**src/rtl/fc_pkg.sv**
```systemverilog
package fc_pkg;

  typedef struct packed {
    logic [3:0] res_nib;
    logic [3:0] halt_nib;
  } fc_thr_t;

  // Fallback pairs in 4-character units, chosen by the trigger select.
  function automatic fc_thr_t fallback_thr(input logic [1:0] sel);
    fc_thr_t t;
    case (sel)
      2'd0:    begin t.halt_nib = 4'd2;  t.res_nib = 4'd1;  end
      2'd1:    begin t.halt_nib = 4'd4;  t.res_nib = 4'd2;  end
      2'd2:    begin t.halt_nib = 4'd14; t.res_nib = 4'd12; end
      default: begin t.halt_nib = 4'd15; t.res_nib = 4'd14; end
    endcase
    return t;
  endfunction

endpackage

```
**src/rtl/fc_thr_reg.sv**
```systemverilog
module fc_thr_reg
  import fc_pkg::*;
#(
  parameter int REG_W = 8
) (
  input  logic             clk,
  input  logic             rst,
  input  logic             thr_wr,
  input  logic [REG_W-1:0] thr_wdata,
  input  logic             enh_en,
  input  logic             bank_sel,
  input  logic [1:0]       fcr_trig_sel,
  output fc_thr_t          lvl_sel
);

  logic [REG_W-1:0] thr_q;
  logic             wr_ok;

  assign wr_ok = thr_wr && enh_en && bank_sel;

  always_ff @(posedge clk) begin
    if (rst)        thr_q <= '0;
    else if (wr_ok) thr_q <= thr_wdata;
  end

  always_comb begin
    if (thr_q == '0) lvl_sel = fallback_thr(fcr_trig_sel);
    else             lvl_sel = fc_thr_t'(thr_q);
  end

  // a write without both gate bits must leave the register untouched
  assert_blocked_write_R3: assert property (@(posedge clk) disable iff (rst)
    (thr_wr && !(enh_en && bank_sel)) |=> $stable(thr_q));

  // reset leaves the register cleared
  assert_reset_clear_R1: assert property (@(posedge clk)
    rst |=> (thr_q == '0));

endmodule

```
**src/rtl/fc_hyst_fsm.sv**
```systemverilog
module fc_hyst_fsm
  import fc_pkg::*;
#(
  parameter int CNT_W    = 7,
  parameter int STEP_SH  = 2
) (
  input  logic             clk,
  input  logic             rst,
  input  logic [CNT_W-1:0] rx_count,
  input  fc_thr_t          lvl_sel,
  input  logic             rts_mode_en,
  input  logic             sw_mode_en,
  output logic             halted_q,
  output logic             rts_q,
  output logic             xoff_q,
  output logic             xon_q
);

  localparam int NIB_W = $bits(lvl_sel.halt_nib);

  logic [CNT_W-1:0] halt_lvl, res_lvl;
  logic             fc_on, hit_halt, hit_res, nxt_halted;

  assign halt_lvl = CNT_W'(lvl_sel.halt_nib) << STEP_SH;
  assign res_lvl  = CNT_W'(lvl_sel.res_nib)  << STEP_SH;
  assign fc_on    = rts_mode_en || sw_mode_en;
  assign hit_halt = rx_count >= halt_lvl;
  assign hit_res  = rx_count <= res_lvl;

  always_comb begin
    if (!fc_on)         nxt_halted = 1'b0;
    else if (!halted_q) nxt_halted = hit_halt;
    else                nxt_halted = !hit_res;
  end

  always_ff @(posedge clk) begin
    if (rst) begin
      halted_q <= 1'b0;
      rts_q    <= 1'b1;
      xoff_q   <= 1'b0;
      xon_q    <= 1'b0;
    end else begin
      halted_q <= nxt_halted;
      rts_q    <= !(nxt_halted && rts_mode_en);
      xoff_q   <= sw_mode_en && !halted_q && nxt_halted;
      xon_q    <= sw_mode_en && fc_on && halted_q && !nxt_halted;
    end
  end

  // reset state
  assert_reset_state_R1: assert property (@(posedge clk)
    rst |=> (!halted_q && rts_q && !xoff_q && !xon_q));

  // crossing the halt level while enabled halts at the next edge
  assert_halt_cross_R5: assert property (@(posedge clk) disable iff (rst)
    (fc_on && !halted_q && hit_halt) |=> halted_q);

  // XOFF request lasts a single cycle
  assert_xoff_pulse_R6: assert property (@(posedge clk) disable iff (rst)
    xoff_q |=> !xoff_q);

  // XON request lasts a single cycle
  assert_xon_pulse_R7: assert property (@(posedge clk) disable iff (rst)
    xon_q |=> !xon_q);

  // above the resume level a halted state persists
  assert_hold_halt_R8: assert property (@(posedge clk) disable iff (rst)
    (fc_on && halted_q && (rx_count > res_lvl)) |=> halted_q);

  // with both modes off the state clears and no requests appear
  assert_off_quiet_R9: assert property (@(posedge clk) disable iff (rst)
    !fc_on |=> (!halted_q && !xoff_q && !xon_q));

  // without RTS mode the line stays asserted
  assert_rts_idle_R11: assert property (@(posedge clk) disable iff (rst)
    !rts_mode_en |=> rts_q);

  // XOFF and XON never coincide
  assert_req_excl_R10: assert property (@(posedge clk) disable iff (rst)
    $onehot0({xoff_q, xon_q}));

  initial assert (NIB_W + STEP_SH <= CNT_W)
    else $error("level width exceeds count width");

endmodule

```
**src/rtl/fc_hyst_ctrl.sv**
```systemverilog
module fc_hyst_ctrl
  import fc_pkg::*;
#(
  parameter int FIFO_DEPTH = 64,
  parameter int REG_W      = 8,
  parameter int STEP_SH    = 2,
  localparam int CNT_W     = $clog2(FIFO_DEPTH + 1)
) (
  input  logic             clk,
  input  logic             rst,
  input  logic [CNT_W-1:0] rx_count,
  input  logic             thr_wr,
  input  logic [REG_W-1:0] thr_wdata,
  input  logic             enh_en,
  input  logic             bank_sel,
  input  logic [1:0]       fcr_trig_sel,
  input  logic             rts_mode_en,
  input  logic             sw_mode_en,
  output logic             halted,
  output logic             rts_ready,
  output logic             xoff_req,
  output logic             xon_req
);

  fc_thr_t lvl_sel;

  fc_thr_reg #(.REG_W(REG_W)) u_thr (
    .clk          (clk),
    .rst          (rst),
    .thr_wr       (thr_wr),
    .thr_wdata    (thr_wdata),
    .enh_en       (enh_en),
    .bank_sel     (bank_sel),
    .fcr_trig_sel (fcr_trig_sel),
    .lvl_sel      (lvl_sel)
  );

  fc_hyst_fsm #(.CNT_W(CNT_W), .STEP_SH(STEP_SH)) u_fsm (
    .clk         (clk),
    .rst         (rst),
    .rx_count    (rx_count),
    .lvl_sel     (lvl_sel),
    .rts_mode_en (rts_mode_en),
    .sw_mode_en  (sw_mode_en),
    .halted_q    (halted),
    .rts_q       (rts_ready),
    .xoff_q      (xoff_req),
    .xon_q       (xon_req)
  );

endmodule

```
**config.mk**
```make
export PLATFORM = sky130hd
export DESIGN_NAME = fc_hyst_ctrl
export DESIGN_NICKNAME = d
export VERILOG_FILES = /design/src/rtl/fc_pkg.sv /design/src/rtl/fc_thr_reg.sv /design/src/rtl/fc_hyst_fsm.sv /design/src/rtl/fc_hyst_ctrl.sv
export SDC_FILE = /design/constraint.sdc
export NUM_CORES = 1
export LEC_CHECK = 0
export ABC_AREA = 1
export BUFFER_PORTS_ARGS = -buffer_cell sky130_fd_sc_hd__buf_4
export CORE_UTILIZATION = 50
export CTS_CLUSTER_SIZE = 24
export DETAILED_ROUTE_END_ITERATION = 8
export MAX_ROUTING_LAYER = met4
export PLACE_DENSITY = 0.8
export SETUP_SLACK_MARGIN = 0.15
export SYNTH_ARGS = -nofsm -noshare
export SYNTH_HDL_FRONTEND = slang
export SYNTH_SLANG_ARGS = --single-unit
export TNS_END_PERCENT = 50
```
**constraint.sdc**
```tcl
create_clock -name clk -period 3.4 [get_ports clk]
set_input_delay 0.68 -clock clk [delete_from_list [all_inputs] [get_ports clk]]
set_output_delay 0.68 -clock clk [all_outputs]
set_load 0.1 [all_outputs]
```
; Yosys cells after proc, flatten, opt, wreduce, memory -nomap -nowiden
; Cells that the tools add are included.
; W data, S select, Z words.
[classes]
n_lt_le_gt_ge = 2
eq_ne = 2
n_mux = 4
n_reduce_logical = 15
[ops]
columns = operator, count
row1 = $pmux W8 S3, 1
row2 = $logic_and A1 B1 Y1, 8
row3 = $logic_not A8 Y1, 1
row4 = $mux W8, 1
row5 = $ge A7 B6 Y1, 1
row6 = $le A7 B6 Y1, 1
row7 = $logic_not A1 Y1, 4
row8 = $eq A2 B1 Y1 const B, 1
row9 = $eq A2 B2 Y1 const B, 1
row10 = $logic_not A2 Y1, 1
row11 = $mux W1, 2
row12 = $logic_or A1 B1 Y1, 1
[word_totals]
regBits = 12
in_bits = 24
out_inout_bits = 4
elab_cells = 28

; Logic depth before layout (Yosys ltp)
[depth]
depth_word = 9
mapped_depth = 16
depth_no_buf = 16

; Modules after synthesis
; From an unflattened synthesis, not the netlist that was laid out.
[unflattened]
cells_unflattened = 140
hier_area_um2 = 853.3
[by_module_without_submodules]
columns = mod, n_inst, cells_per_inst, area_each_um2, seq_area_each_um2
row1 = fc_thr_reg, 1, 78, 456.7, 160.2
row2 = fc_hyst_fsm, 1, 62, 396.6, 80.1

; Least setup slack after synthesis
; No wires, ideal clock.
[synth_timing]
path_kind = input -> register
from = input port fcr_trig_sel[1]
to = register u_fsm.xoff_q
setup_ns = 0.113
t_arrival_ns = 1.700
t_required_ns = 3.287
slack_ns = 1.588
path_stages = 12
n_path_buf = 0
path_cell_list = inv_1 > o21ai_2 > nor2_1 > ha_1 > nand2_1 > nand2_1 > a21oi_2 > nand2_1 > nand2_2 > nand2_2 > nand2_1 > nor2_1
[synth_between]
elab_chain_cells = 8
word_cells_on_any_way = 11
classes_between = 2 x order compare / 2 x eq/ne / 4 x mux / 3 x reduce/logical
[synth_rtl]
columns = item, line
row1 = "start, declared", fc_hyst_ctrl.sv:16  ; input logic [1:0] fcr_trig_sel,
row2 = $eq A2 B2 Y1 (tied with other cells), fc_pkg.sv:11  ; case (sel)
row3 = $pmux W8 S3 (*), fc_pkg.sv:11
row4 = $mux W8 (*), fc_thr_reg.sv:27  ; if (thr_q == '0) lvl_sel = fallback_thr(fcr_trig_sel);
row5 = $le A7 B6 Y1, fc_hyst_fsm.sv:28  ; assign hit_res = rx_count <= res_lvl;
row6 = $logic_not A1 Y1, fc_hyst_fsm.sv:33  ; else nxt_halted = !hit_res;
row7 = $mux W1 (*), fc_hyst_fsm.sv:32  ; else if (!halted_q) nxt_halted = hit_halt;
row8 = $mux W1 (*), fc_hyst_fsm.sv:31  ; if (!fc_on) nxt_halted = 1'b0;
row9 = $logic_and A1 B1 Y1 (*), fc_hyst_fsm.sv:45  ; xoff_q <= sw_mode_en && !halted_q && nxt_halted;
row10 = "end signal, assigned", fc_hyst_fsm.sv:45
row11 = "end, declared", fc_hyst_fsm.sv:15  ; output logic xoff_q,
; Every way passes the cells marked *; elsewhere a longest branch is shown, timed or not.
; A chain may end at the register's enable or synchronous reset.

; Worst setup path in the final report
[layout_timing]
from = register u_thr.thr_q[3]
to = register u_fsm.xoff_q
[layout_between]
elab_chain_cells = 7
word_cells_on_any_way = 8
classes_between = 2 x order compare / 3 x mux / 3 x reduce/logical
[layout_rtl]
columns = item, line
row1 = "start, declared", fc_thr_reg.sv:16  ; logic [REG_W-1:0] thr_q;
row2 = "start signal, assigned", fc_thr_reg.sv:23  ; else if (wr_ok) thr_q <= thr_wdata;
row3 = $logic_not A8 Y1, fc_thr_reg.sv:27
row4 = $mux W8 (*), fc_thr_reg.sv:27
row5 = $le A7 B6 Y1, fc_hyst_fsm.sv:28
row6 = $logic_not A1 Y1, fc_hyst_fsm.sv:33
row7 = $mux W1 (*), fc_hyst_fsm.sv:32
row8 = $mux W1 (*), fc_hyst_fsm.sv:31
row9 = $logic_and A1 B1 Y1 (*), fc_hyst_fsm.sv:45
; Marked as above.

==> metrics <==
status=completed; CTS Root Cell=clkbuf_4; Fin Hold WS=470.2 ps; register bit count reported by yosys=12; placer congestion estimate=0.7402; CP endpoint kind=register; CP Cell Sequence=inv_1 -> nand4_1 -> nor2_2 -> inv_2 -> nor2_2 -> nor2_1 -> ha_1 -> inv_1 -> nor2_1 -> nand3_1 -> nand3_1 -> nand2_1 -> nand2_2 -> nand2_1 -> nor2_1; Overflow after GRT=0; power after layout=0.3854 mW; Syn Area/Cell=6.830 sq um; post-CTS setup buffer count=0; Slew headroom=0.6892; I/O Buffers=27; max-slew violations=0; Finished Layout Cells=152; CTS resizes=0; cell row count=13; largest area contributor in the netlist=dfxtp_1; CTS tree=done; placed cells=about 150; Layout Skew=5.620 ps; Detail Placement HPWL=1323 microns; max_cap viols=0; Antenna Cells=0; Synth async-reset ratio=0; Synth Net Count=141; design area=979.7 sq um; # hold bufs at CTS=0; Fmax=507.9 MHz; Total GRT Usage=0.2318; core area=1350 sq um; crit-path leading delay family=simple AND/OR/NAND/NOR gates; Clock Tree Buf Depth=2; CP startpoint kind=register; Hold WC Path Type=register to register; met1 GRT Util=0.2550; largest net degree at the start of global routing=17; WL/cell=between 10 and 15 microns; post-synth cell types=19; worst-path fanout max=5; # IOs=28; CTS buffer count=3; Final WS setup=approximately 1400 ps; min Tclk post-route=slightly below 2000 ps; Leak=0.4859 nW; final setup TNS=0 ps; Synth area leaders=dfxtp_1, ha_1, nand2_1, inv_1, nor2_1; Tcrit/Tclk final=0.5790; Max H-tree Level=1; sequential cell area fraction in the yosys report=0.3227; Post-synth top cells=nand2_1, inv_1, nor2_1; initial antenna violation count=0; Pre-antenna DRT Iters=4; wire length of the first global-routing pass=2373 microns; pwr dens=between 300 and 400 nW/um^2; Cells after Synth=109; Area Overhead vs Synth=31.60%; initial DRC count=10; clk sinks=12; die area=1647 sq um; Slew @ Worst Pin=464.9 ps; most frequent CP cell=nor2_1; Via density=slightly below 5; most crowded layer after global routing=met2; Mapped Area=744.5 sq um; slowest stage cell, crit path=dfxtp_1; post-route DRC violation count=0; CP Data Required Time=3600 ps; Setup WS pre-CTS=1340 ps; peak supply drop=0.3183 mV; Routed WL=~1600 microns; Post-DP Area=957.2 sq um; met3 Usage GRT=0.01667; most common cell in the synthesized netlist=nand2_1; CP Class=register to register; RSZ-0062 raised after global routing=false; prevailing post-synth register cell=dfxtp_1; Die X=40.59 microns; layout cells sized above 1=0.2993; Final Hold Viols=0; critical path arrival=2170 ps; # fillers=between 100 and 150; Finish-stage setup viols=0; Synthesis Warnings=0; Die Y=approximately 41 microns; vias in the first global route=624; Initial Utilization=0.5514; Worst-path clk slew=70 ps; CP max stage delay=320 ps; crit path buf inv count=3; EDFF count, synth=0; Post-DRT Antenna Nets=0; worst skew pair latency=between 200 and 300 ps; met2 Use GR=0.4087; utilization after layout=0.7257; Layout Nets=171; top cell type's share of synthesized area=0.3227; DR vias=~740
-- worst paths after layout --
| path | startpoint | to | slack (ps) | cells past startpoint |
|---|---|---|---|---|
| min reg2reg | u_thr.thr_q[6] | u_thr.thr_q[6] | 470 | 2 |
| max | u_thr.thr_q[3] | u_fsm.xoff_q | 1430 | 15 |
| min | u_thr.thr_q[6] | u_thr.thr_q[6] | 470 | 2 |
| max reg2reg | u_thr.thr_q[3] | u_fsm.xoff_q | 1430 | 15 |
-- cell type report --
class,instances,area (sq um),share of cell area
inverter,19,71.32,0.07280
timing repair buffer,27,202.7,0.2069
clock buffer,3,22.52,0.02299
tap,15,18.77,0.01916
sequential,12,240.2,0.2452
multi-input combinational,76,424.2,0.4330
-- flip-flops by register name, summed over array words and instances, names as in the netlist --
signal,cells
u_fsm.xoff_q,1
u_thr.thr_q,8
u_fsm.halted_q,1
u_fsm.xon_q,1
u_fsm.rts_q,1
-- tightest hold or removal path, cell delays in order, from the launching register on --
cell and delay (ps):
dfxtp_1 330, inv_2 50, a21oi_1 50
-- metal layers --
| metal | up-vias | part of all wire |
|---|---|---|
| met2 | 18 | 0.49 |
| met3 | 2 | 0.027 |
| li1 | 410 | - |
| met5 | - | 0 |
| met4 | 0 | 0.0089 |
| met1 | 313 | 0.47 |
-- cells in the final DEF (no fill, tap or decap) --
cell,count
inv_2,3
nor2_2,2
a21oi_1,10
o21ai_0,8
buf_4,27
inv_1,16
o21ai_1,1
o21ai_2,1
clkbuf_4,3
or2_2,1
or2_0,1
nand2_2,2
a21oi_2,2
dfxtp_1,12
nand3_1,6
nand4_1,3
nor2_1,14
ha_1,8
nand2_1,17
-- power by group --
group          internal, mW  total, mW  switching, mW
clock network        0.0409     0.0838         0.0429
logic                0.0567      0.148         0.0914
registers             0.149      0.154        0.00435
total                 0.247      0.385          0.139
-- kinds of logic (layout without fill, tap and decap cells) --
logic type	Yosys count	in the layout	share of synthesized area
AND/OR/NAND/NOR	46	46	0.2723
AO/OA/AOI/OAI	22	22	0.1630
buffers and inverters	21	49	0.1076
flip-flops	12	12	0.3227
adder cells (fa/ha/maj)	8	8	0.1345
(Power assumes the default switching activity.)
